===== config.mk =====
export PLATFORM = sky130hd
export DESIGN_NAME = portdir_reg
export DESIGN_NICKNAME = d
export VERILOG_FILES = /design/src/rtl/portdir_pkg.sv /design/src/rtl/portdir_ctrl.sv /design/src/rtl/portdir_dp.sv /design/src/rtl/portdir_reg.sv
export SDC_FILE = /design/constraint.sdc
export NUM_CORES = 1
export LEC_CHECK = 0
export ABC_AREA = 1
export BUFFER_PORTS_ARGS = -buffer_cell sky130_fd_sc_hd__buf_2
export CORE_UTILIZATION = 37
export DETAILED_ROUTE_END_ITERATION = 8
export GPL_ROUTABILITY_DRIVEN = 0
export PLACE_DENSITY = 0.91
export SYNTH_ARGS = -nofsm -noshare
export SYNTH_HDL_FRONTEND = slang
export SYNTH_SLANG_ARGS = --single-unit
export TNS_END_PERCENT = 100

===== constraint.sdc =====
create_clock -name clk -period 1.6 [get_ports clk]
set_clock_uncertainty 0.05 [all_clocks]
set_input_delay 0.08 -clock clk [delete_from_list [all_inputs] [get_ports clk]]
set_output_delay 0.08 -clock clk [all_outputs]
set_load 0.03 [all_outputs]

===== src/rtl/portdir_pkg.sv =====
package portdir_pkg;

  typedef struct packed {
    logic dirWr;
    logic dirRd;
  } dirStrobe_t;

endpackage


===== src/rtl/portdir_ctrl.sv =====
module portdir_ctrl
  import portdir_pkg::*;
#(
  parameter int ADDR_W   = 4,
  parameter int DIR_ADDR = 2
) (
  input  logic              optMapSel,
  input  logic [ADDR_W-1:0] cpuAddr,
  input  logic              cpuWrEn,
  output dirStrobe_t        strobe
);

  localparam logic [ADDR_W-1:0] SEL_ADDR = ADDR_W'(DIR_ADDR);

  logic addrHit;

  always_comb begin
    addrHit      = (cpuAddr == SEL_ADDR);
    strobe.dirRd = optMapSel && addrHit;
    strobe.dirWr = optMapSel && addrHit && cpuWrEn;
  end

endmodule


===== src/rtl/portdir_dp.sv =====
module portdir_dp
  import portdir_pkg::*;
#(
  parameter int PORT_W = 8
) (
  input  logic              clk,
  input  logic              rstN,
  input  dirStrobe_t        strobe,
  input  logic [PORT_W-1:0] wrData,
  input  logic [PORT_W-1:0] latchData,
  input  logic [PORT_W-1:0] perEn,
  input  logic [PORT_W-1:0] perOut,
  output logic [PORT_W-1:0] rdData,
  output logic [PORT_W-1:0] pinOe,
  output logic [PORT_W-1:0] pinOut
);

  logic [PORT_W-1:0] dirBits;

  // Stored software direction; peripheral enables never reach this register.
  always_ff @(posedge clk or negedge rstN) begin
    if (!rstN)             dirBits <= '0;
    else if (strobe.dirWr) dirBits <= wrData;
  end

  always_comb begin
    rdData = strobe.dirRd ? dirBits : '0;
  end

  for (genvar i = 0; i < PORT_W; i++) begin : g_pin
    always_comb begin
      pinOe[i]  = dirBits[i] | perEn[i];
      pinOut[i] = perEn[i] ? perOut[i] : latchData[i];
    end
  end

endmodule


===== src/rtl/portdir_reg.sv =====
module portdir_reg
  import portdir_pkg::*;
#(
  parameter int PORT_W   = 8,
  parameter int ADDR_W   = 4,
  parameter int DIR_ADDR = 2
) (
  input  logic              clk,
  input  logic              rstN,
  input  logic              optMapSel,
  input  logic [ADDR_W-1:0] cpuAddr,
  input  logic              cpuWrEn,
  input  logic [PORT_W-1:0] cpuWrData,
  output logic [PORT_W-1:0] cpuRdData,
  input  logic [PORT_W-1:0] latchData,
  input  logic [PORT_W-1:0] perEn,
  input  logic [PORT_W-1:0] perOut,
  output logic [PORT_W-1:0] pinOe,
  output logic [PORT_W-1:0] pinOut
);

  dirStrobe_t strobe;

  portdir_ctrl #(.ADDR_W(ADDR_W), .DIR_ADDR(DIR_ADDR)) i_ctrl (
    .optMapSel (optMapSel),
    .cpuAddr   (cpuAddr),
    .cpuWrEn   (cpuWrEn),
    .strobe    (strobe)
  );

  portdir_dp #(.PORT_W(PORT_W)) i_dp (
    .clk       (clk),
    .rstN      (rstN),
    .strobe    (strobe),
    .wrData    (cpuWrData),
    .latchData (latchData),
    .perEn     (perEn),
    .perOut    (perOut),
    .rdData    (cpuRdData),
    .pinOe     (pinOe),
    .pinOut    (pinOut)
  );

endmodule


==> qor.yml, run 1 <==
status: "complete, but fails checks"
failed_checks: "DRC"
synth_seq_cells: 8
place_ws_ns: 0.571
cp-endpoint: "pinOe[4]"
tns_ns: 0
cp-start-kind: "flip-flop"
antenna_found_initial: 0
cap_violations: 0
holdWs_ns: 0.0306
finalInstanceArea_mm2: 0.00100
synth_top_family_by_area: "simple AND/OR/NAND/NOR gates"
p_per_area_mw_per_mm2: 736
grt_pass1_wl_um: 2660
slew_viol_final: 0
yosys.area_share.adder: 0
clk_pin_slew_ns: 0.06
largest-register: "i_dp.dirBits"
rows: 14
clock_path_buffers: 2
postRouteWirelength_um: 1760
cts_tree: "yes"
top_regs: "i_dp.dirBits (8)"
p_leak_nw: 0.581
drtIter0Drc: 27
finalWorstSetupSlack_ns: 0.343
grt_setup_unrepaired: "false"
ys_types: 14
fin_cells: 155
io_pins: 64
endpoint_kind: "primary output"
crit_path_start: "i_dp.dirBits[4]"
reg2reg_from: "i_dp.dirBits[5]"
slew_headroom: 0.853
r2r-end: "i_dp.dirBits[5]"
cts.htree.levels: 1
die_x_um: 43.6
grt_pass1_vias: 665
synth_xor_area_frac: 0
postCtsSetupBuffers: 0
hold_path.class: "input pin to flip-flop"
avgSynthCellArea_um2: 8.76
largest_reg_flops: 8
antenna_left: 0
area_delta_synth_final_pct: 56.8
viasPerCell: 4.83
n_fill_cell: 132
max-vdd-ir-drop_mv: 0.471
syn-cell-area_um2: 639
cts_root_buf: "clkbuf_4"
cp.required_ns: 1.47
setup_viol: 0
yosysSeqAreaShare: 0.313
place_area_um2: 970
crit_type: "flip-flop to primary output"
grt_start_max_net_pins: 11
dieHeight_um: 43.6
clock_sink_count: 8
grt-ovfl-total: 0
nets: 181
cp.arrival_ns: 1.13
fin_crit_ns: 1.26
place_hpwl_um: 1490
drtPass1Iterations: 6
die_area_mm2: 0.00190
synthCells: 73
cts-resized-gates: 0
core_mm2: 0.00156
numCtsBuffers: 3
antenna_cells: 0
synth-compound-area-share: 0
grt_usage: 0.192
vias: 748
hold_viol: 0
drc_errors: 8
drive_above_1_share: 0.683
worstPathMaxFanout: 3
dp.cells: 151
tightestPinTransition_ns: 0.221
synth_simple_gate_area_frac: 0.479
cts_hold_buf: 1
r2r.worst_path.cells: 2
max_freq_ghz: 0.795
wl_per_cell_um: 11.3
port_buffers: 63
synth_nets: 113
ys_warn_count: 0
reg2reg_slack_ns: 0.91
muxShareOfSynthArea: 0.141
clock_latency_ns: 0.26
initial_utilization: 0.410
utilization: 0.643
min_period_over_period: 0.786
total_power_uw: 738
## report_power, final
group	switching (mW)	internal (mW)	leakage, nW
Combinational	0.189	0.121	0.464
Sequential	0.0280	0.240	0.104
Clock	0.0725	0.0861	0.0138
Total	0.290	0.448	0.581
## layout by cell type, fill, tap and decap left out
cell,n
nand2_8,1
nor2_8,2
nand4_1,8
dfrtp_1,8
or2_2,8
nor2_2,7
nand2_2,1
nor2_1,1
dlygate4sd3_1,1
inv_1,10
clkbuf_4,3
nor2_4,1
buf_2,63
nand2_1,16
mux2_2,8
nand4_4,1
## logic make-up (layout without fill, tap and decap cells)
group         after synthesis  count (layout)
flops                       8               8
mux                         8               8
buf+inv                    11              77
simple gates               46              46
## cell usage after synthesis, drive strengths merged
cell type  instances  share of area
mux2               8           0.14
dfrtp              8           0.31
or2                8          0.078
nand4              9           0.11
inv               10          0.059
clkbuf             1         0.0078
nor2              11           0.15
nand2             18           0.14
## worst max-delay path, cell delays in order (launching register included)
cell and delay (ns):
dfrtp_1 0.39, or2_2 0.30, buf_2 0.18
## area by class of cell
| cell class | instances | area, um2 | area share |
|---|---|---|---|
| Multi-Input combinational cell | 54 | 397 | 0.396 |
| Timing Repair Buffer | 64 | 325 | 0.325 |
| Tap cell | 16 | 20.0 | 0.0200 |
| Inverter | 10 | 37.5 | 0.0375 |
| Clock buffer | 3 | 22.5 | 0.0225 |
| Sequential cell | 8 | 200 | 0.200 |
## how the worst min path moves through the flow
stage	from	endpoint	depth (start not counted)
global placement	rstN	i_dp.dirBits[2]	1
finish	cpuWrData[7]	i_dp.dirBits[7]	3
global route	cpuWrData[0]	i_dp.dirBits[0]	3
detailed placement	rstN	i_dp.dirBits[2]	1
floorplan	rstN	i_dp.dirBits[0]	0
CTS	cpuWrData[2]	i_dp.dirBits[2]	3
## layer usage
layer,up-vias,wire [um],track usage
met5,-,0,0
li1,370,-,-
met3,6,156,0.0375
met1,326,577,0.183
met2,46,971,0.367
met4,0,52,0.119
Power figures use the tool's default switching activity.
==> run 2: changes to the inputs <==
CORE_UTILIZATION = 31   (was 37)
PLACE_DENSITY = 0.82   (was 0.91)
clock period = 1.1 ns   (was 1.6 ns; I/O delays follow)
==> qor.yml, run 2 (synthesized netlist as in run 1, its figures left out) <==
status: "complete, but fails checks"
failed_checks: "setup timing"
min-delay-start: "cpuWrData[7]"
cp.arrival_ns: 1.03  # -0.10 ns
r2r.worst_path.cells: 3  # +1
clock_path_buffers: 2  # unchanged
antenna_found_initial: 0  # unchanged
dieHeight_um: 47.4  # +8.8%
min_period_over_period: 1.03
area_delta_synth_final_pct: 85.9
hold_depth: 3  # unchanged
clk_pin_slew_ns: 0.05  # about the same
numCtsBuffers: 3  # unchanged
place_hpwl_um: 1460  # -2.1%
viasPerCell: 4.42  # -8.5%
total_power_mw: 1.24  # +68%
drtPass1Iterations: 4  # -2
slew_headroom: 0.856  # +0.00346
tightestPinTransition_ns: 0.215  # -0.00519 ns
io_pins: 64  # unchanged
cts_tree: "yes"
rows: 16  # +2
core_mm2: 0.00194  # +25%
die_x_um: 47.4  # +8.8%
wl_per_cell_um: 10.2  # -9.9%
grt_setup_unrepaired: "true"
final_cell_mix: "buf_2 (47), nand2_1 (16), buf_6 (16)"
grt_pass1_vias: 685  # +3.0%
nets: 188  # +3.9%
die_area_mm2: 0.00225  # +18%
reg2reg_from: "i_dp.dirBits[1]"
finalWorstSetupSlack_ns: -0.0345  # -0.377 ns
min_to: "i_dp.dirBits[7]"
endpoint_kind: "primary output"
hold_viol: 0  # unchanged
grt_usage: 0.177  # -0.0153
setup_viol: 9  # +9
drc_errors: 0  # -8
max_stage_delay_ns: 0.40  # about the same
fin_crit_ns: 1.13
antenna_left: 0  # unchanged
largest_reg_flops: 8  # unchanged
worstPathMaxFanout: 3  # unchanged
grt-ovfl-total: 0  # unchanged
cap_violations: 0  # unchanged
grt_start_max_net_pins: 11  # unchanged
place_area_um2: 983  # +1.4%
postRouteWirelength_um: 1770  # +0.57%
max_freq_ghz: 0.881
top_regs: "i_dp.dirBits (8)"
slew_viol_final: 0  # unchanged
clock_latency_ns: 0.26  # about the same
clock_sink_count: 8  # unchanged
n_fill_cell: 166  # +26%
r2r-end: "i_dp.dirBits[1]"
fin_cells: 173  # +12%
reg2reg_slack_ns: 0.30  # -0.61 ns
holdWs_ns: 0.00818  # -0.0225 ns
crit_type: "flip-flop to primary output"
dp.cells: 162  # +7.3%
cts_root_buf: "clkbuf_4"
cp_cell_sequence: "or2_4 > buf_6"
finalInstanceArea_mm2: 0.00119  # +19%
port_buffers: 63  # unchanged
cp_slowest_cell: "dfrtp_1"
cp-start-kind: "flip-flop"
antenna_cells: 0  # unchanged
p_per_area_mw_per_mm2: 1040  # +42%
drive_above_1_share: 0.726  # +0.0426
initial_utilization: 0.329  # -0.0809
vias: 764  # +2.1%
p_leak_nw: 0.643  # +11%
grt_pass1_wl_um: 2680  # +1.1%
largest-register: "i_dp.dirBits"
layout_commonest_cell: "buf_2"
cts.htree.levels: 1  # unchanged
cp.required_ns: 1.00  # -0.47 ns
max-vdd-ir-drop_mv: 0.642  # +36%
drtIter0Drc: 6  # -78%
hold_path.class: "input pin to flip-flop"
## run 2: metrics by stage
| step | worst slack, ns | util | TNS (ns) |
|---|---|---|---|
| after detailed placement | 0.0948 | 0.506 | 0 |
| after global placement | 0.144 | 0.506 | 0 |
| after CTS | -0.0320 | 0.593 | -0.159 |
| final | -0.0345 | 0.612 | -0.166 |
| after floorplan | 0.258 | - | 0 |
| after global routing | -0.0630 | 0.612 | -0.654 |
## run 2: where the power goes
group	leakage [nW]	internal [mW]	total [mW]	switching [mW]
logic	0.525	0.310	0.623	0.312
clock network	0.0138	0.125	0.228	0.103
registers	0.104	0.350	0.391	0.0417
## run 2: critical path: cells and delay by family (launching register included)
kind	cells	cell delay [ns]
and+or+nand+nor	1	0.24
buffers and inverters	1	0.14
DFF	1	0.40
## run 2: worst max path at each step
stage,startpoint,end,slack (ns)
floorplan,i_dp.dirBits[0],pinOe[0],0.26
global placement,cpuAddr[3],cpuRdData[2],0.14
detailed placement,cpuAddr[3],cpuRdData[3],0.09
CTS,i_dp.dirBits[3],pinOe[3],-0.03
global route,i_dp.dirBits[5],cpuRdData[5],-0.06
finish,i_dp.dirBits[3],pinOe[3],-0.03
## run 2: metal layers
metal	up-vias	GRT usage	share of wire
met5	-	0	0
met1	329	0.184	0.38
li1	383	-	-
met3	5	0.0264	0.070
met2	47	0.329	0.52
met4	0	0.109	0.023
## run 2: cell type report
type / instances / area [um2] / share of cell area
Timing Repair Buffer: 71 / 478 / 0.402
Multi-Input combinational cell: 54 / 417 / 0.351
Sequential cell: 8 / 200 / 0.168
Inverter: 10 / 37.5 / 0.0316
Tap cell: 27 / 33.8 / 0.0284
Clock buffer: 3 / 22.5 / 0.0189
## run 2: repair_timing
action / in CTS / in global routing
gates resized for setup: 37 / 10
cloned: 0 / 0
setup buffers: 5 / 2
hold endpoints to repair: 8 / 0
endpoints found under the setup margin: 8 / 16
pin swaps: 9 / 4
hold buffers: 1 / 0
==> run 3: changes to the inputs <==
CORE_MARGIN = 10   (was default)
==> qor.yml, run 3 (synthesized netlist as in run 1, its figures left out) <==
status: "complete, but fails checks"
failed_checks: "setup timing"
crit_type: "flip-flop to primary output"
cts.htree.levels: 1  # unchanged
die_x_um: 65.4  # +38%
setup_viol: 8  # -1
top_regs: "i_dp.dirBits (8)"
hold_path.class: "input pin to flip-flop"
min-delay-start: "cpuWrData[3]"
grt_setup_unrepaired: "true"
hold_viol: 0  # unchanged
pwr-share-clk: 0.171  # -0.012
finalWorstSetupSlack_ns: -0.0140  # +0.0205 ns
io_pins: 64  # unchanged
largest-register: "i_dp.dirBits"
p_per_area_mw_per_mm2: 1030  # -1.0%
reg2reg_from: "i_dp.dirBits[2]"
finalInstanceArea_mm2: 0.00121  # +1.9%
nets: 190  # +1.1%
drc_errors: 0  # unchanged
initial_utilization: 0.326  # -0.00336
cp-start-kind: "flip-flop"
numCtsBuffers: 3  # unchanged
p_sw_uw: 453  # -0.79%
core_mm2: 0.00196  # +1.0%
p_leak_nw: 0.654  # +1.8%
grt_start_max_net_pins: 11  # unchanged
power_switching_share: 0.362  # -0.00600
tns_ns: -0.0628  # +0.104 ns
vias: 766  # +0.26%
p_int_uw: 799  # +1.8%
die_area_mm2: 0.00428  # +90%
cap_violations: 0  # unchanged
dieHeight_um: 65.4  # +38%
port_buffers: 63  # unchanged
max_freq_ghz: 0.898  # +1.8%
clock_sink_count: 8  # unchanged
antenna_found_initial: 0  # unchanged
cp.arrival_ns: 1.01  # -0.02 ns
place_area_um2: 991  # +0.76%
cp.required_ns: 1.00  # about the same
grt_pass1_vias: 824  # +20%
layout_commonest_cell: "buf_2"
final_cell_mix: "buf_2 (47), nand2_1 (16), buf_6 (16)"
drtIter0Drc: 10  # +4
clock_path_buffers: 2  # unchanged
n_fill_cell: 207  # +25%
drive_above_1_share: 0.723  # -0.00305
worstPathMaxFanout: 2  # -1
wl_per_cell_um: 13.2  # +29%
area_delta_synth_final_pct: 89.4
slew_headroom: 0.851  # -0.00578
endpoint_kind: "primary output"
clk_pin_slew_ns: 0.05  # about the same
viasPerCell: 4.38  # -0.88%
clock_latency_ns: 0.24  # -0.02 ns
cts_root_buf: "clkbuf_4"
largest_reg_flops: 8  # unchanged
comb_power_share: 0.517  # +0.016
grt-ovfl-total: 0  # unchanged
grt_pass1_wl_um: 3550  # +32%
cts_tree: "yes"
fin_crit_ns: 1.11  # -0.0205 ns
slew_viol_final: 0  # unchanged
rows: 16  # unchanged
antenna_cells: 0  # unchanged
min_period_over_period: 1.01  # -0.0187
drtPass1Iterations: 2  # -2
tightestPinTransition_ns: 0.224  # +0.00867 ns
sequentialPowerShare: 0.312  # -0.003
max-vdd-ir-drop_mv: 0.847  # +32%
grt_usage: 0.103  # -0.0738
postRouteWirelength_um: 2300  # +30%
antenna_left: 0  # unchanged
crit_path_start: "i_dp.dirBits[0]"
run 3: cell types whose count changed in the layout (fill, tap and decap cells not counted), sizes merged:
cell | before | now
clkbuf | 3 | 4
buf | 70 | 71
run 3: metrics by stage:
| step | util | hold WS, ns | total power [mW] | cells | setup slack, ns |
|---|---|---|---|---|---|
| CTS | 0.601 | 0.00169 | 1.24 | 175 | -0.0258 |
| global placement | 0.505 | -0.147 | 0.838 | 163 | 0.149 |
| finish | 0.617 | 0.00727 | 1.25 | 175 | -0.0140 |
| global route | 0.617 | 0.0160 | 1.34 | 175 | -0.0581 |
| floorplan | - | -0.291 | 0.690 | 73 | 0.258 |
| detailed placement | 0.505 | -0.145 | 0.854 | 163 | 0.148 |
run 3: per-layer routing:
layer | GRT usage | wire (um) | vias to the layer above
li1 | - | - | 388
met5 | 0 | 0 | -
met3 | 0.0695 | 250 | 0
met2 | 0.209 | 1300 | 35
met4 | 0.00802 | 0 | 0
met1 | 0.0800 | 755 | 343
run 3: what timing repair did:
item                                   4_1_cts  5_1_grt
buffers inserted                             8        0
endpoints found under the hold margin        8        0
hold buffers                                 1        0
gates resized for setup                     33       15
setup endpoints to repair                    8       16
pin swaps                                    8        2
run 3: power groups by stage:
| stage | clock, mW | sequential [mW] | combinational [mW] |
|---|---|---|---|
| after global routing | 0.244 | 0.400 | 0.697 |
| after floorplan | 0 | 0.382 | 0.309 |
| after global placement | 0 | 0.393 | 0.445 |
| final | 0.214 | 0.390 | 0.648 |
| after CTS | 0.223 | 0.386 | 0.628 |
| after detailed placement | 0 | 0.396 | 0.457 |
run 3: final cells by class:
class	instances	area, um2	area share
clock buffers	3	22.5	0.0186
inverters	10	40.0	0.0331
multi-input cells	54	422	0.348
flip-flops and latches	8	200	0.165
well taps	27	33.8	0.0279
repair buffers	73	493	0.407
run 3: final timing paths:
| check | to | depth (start not counted) | slack [ns] |
|---|---|---|---|
| setup / recovery | pinOe[0] | 2 | -0.01 |
| hold / removal | i_dp.dirBits[3] | 3 | 0.007 |
| setup reg to reg | i_dp.dirBits[2] | 4 | 0.21 |
| hold reg to reg | i_dp.dirBits[6] | 2 | 0.46 |
| max in group asynchronous | i_dp.dirBits[1] | 2 | 0.70 |
| min in group asynchronous | i_dp.dirBits[5] | 2 | 0.14 |
run 3: worst max-delay path: stages (launching register included):
cell and delay (ns):
dfrtp_1 0.39, or2_4 0.24, buf_6 0.14
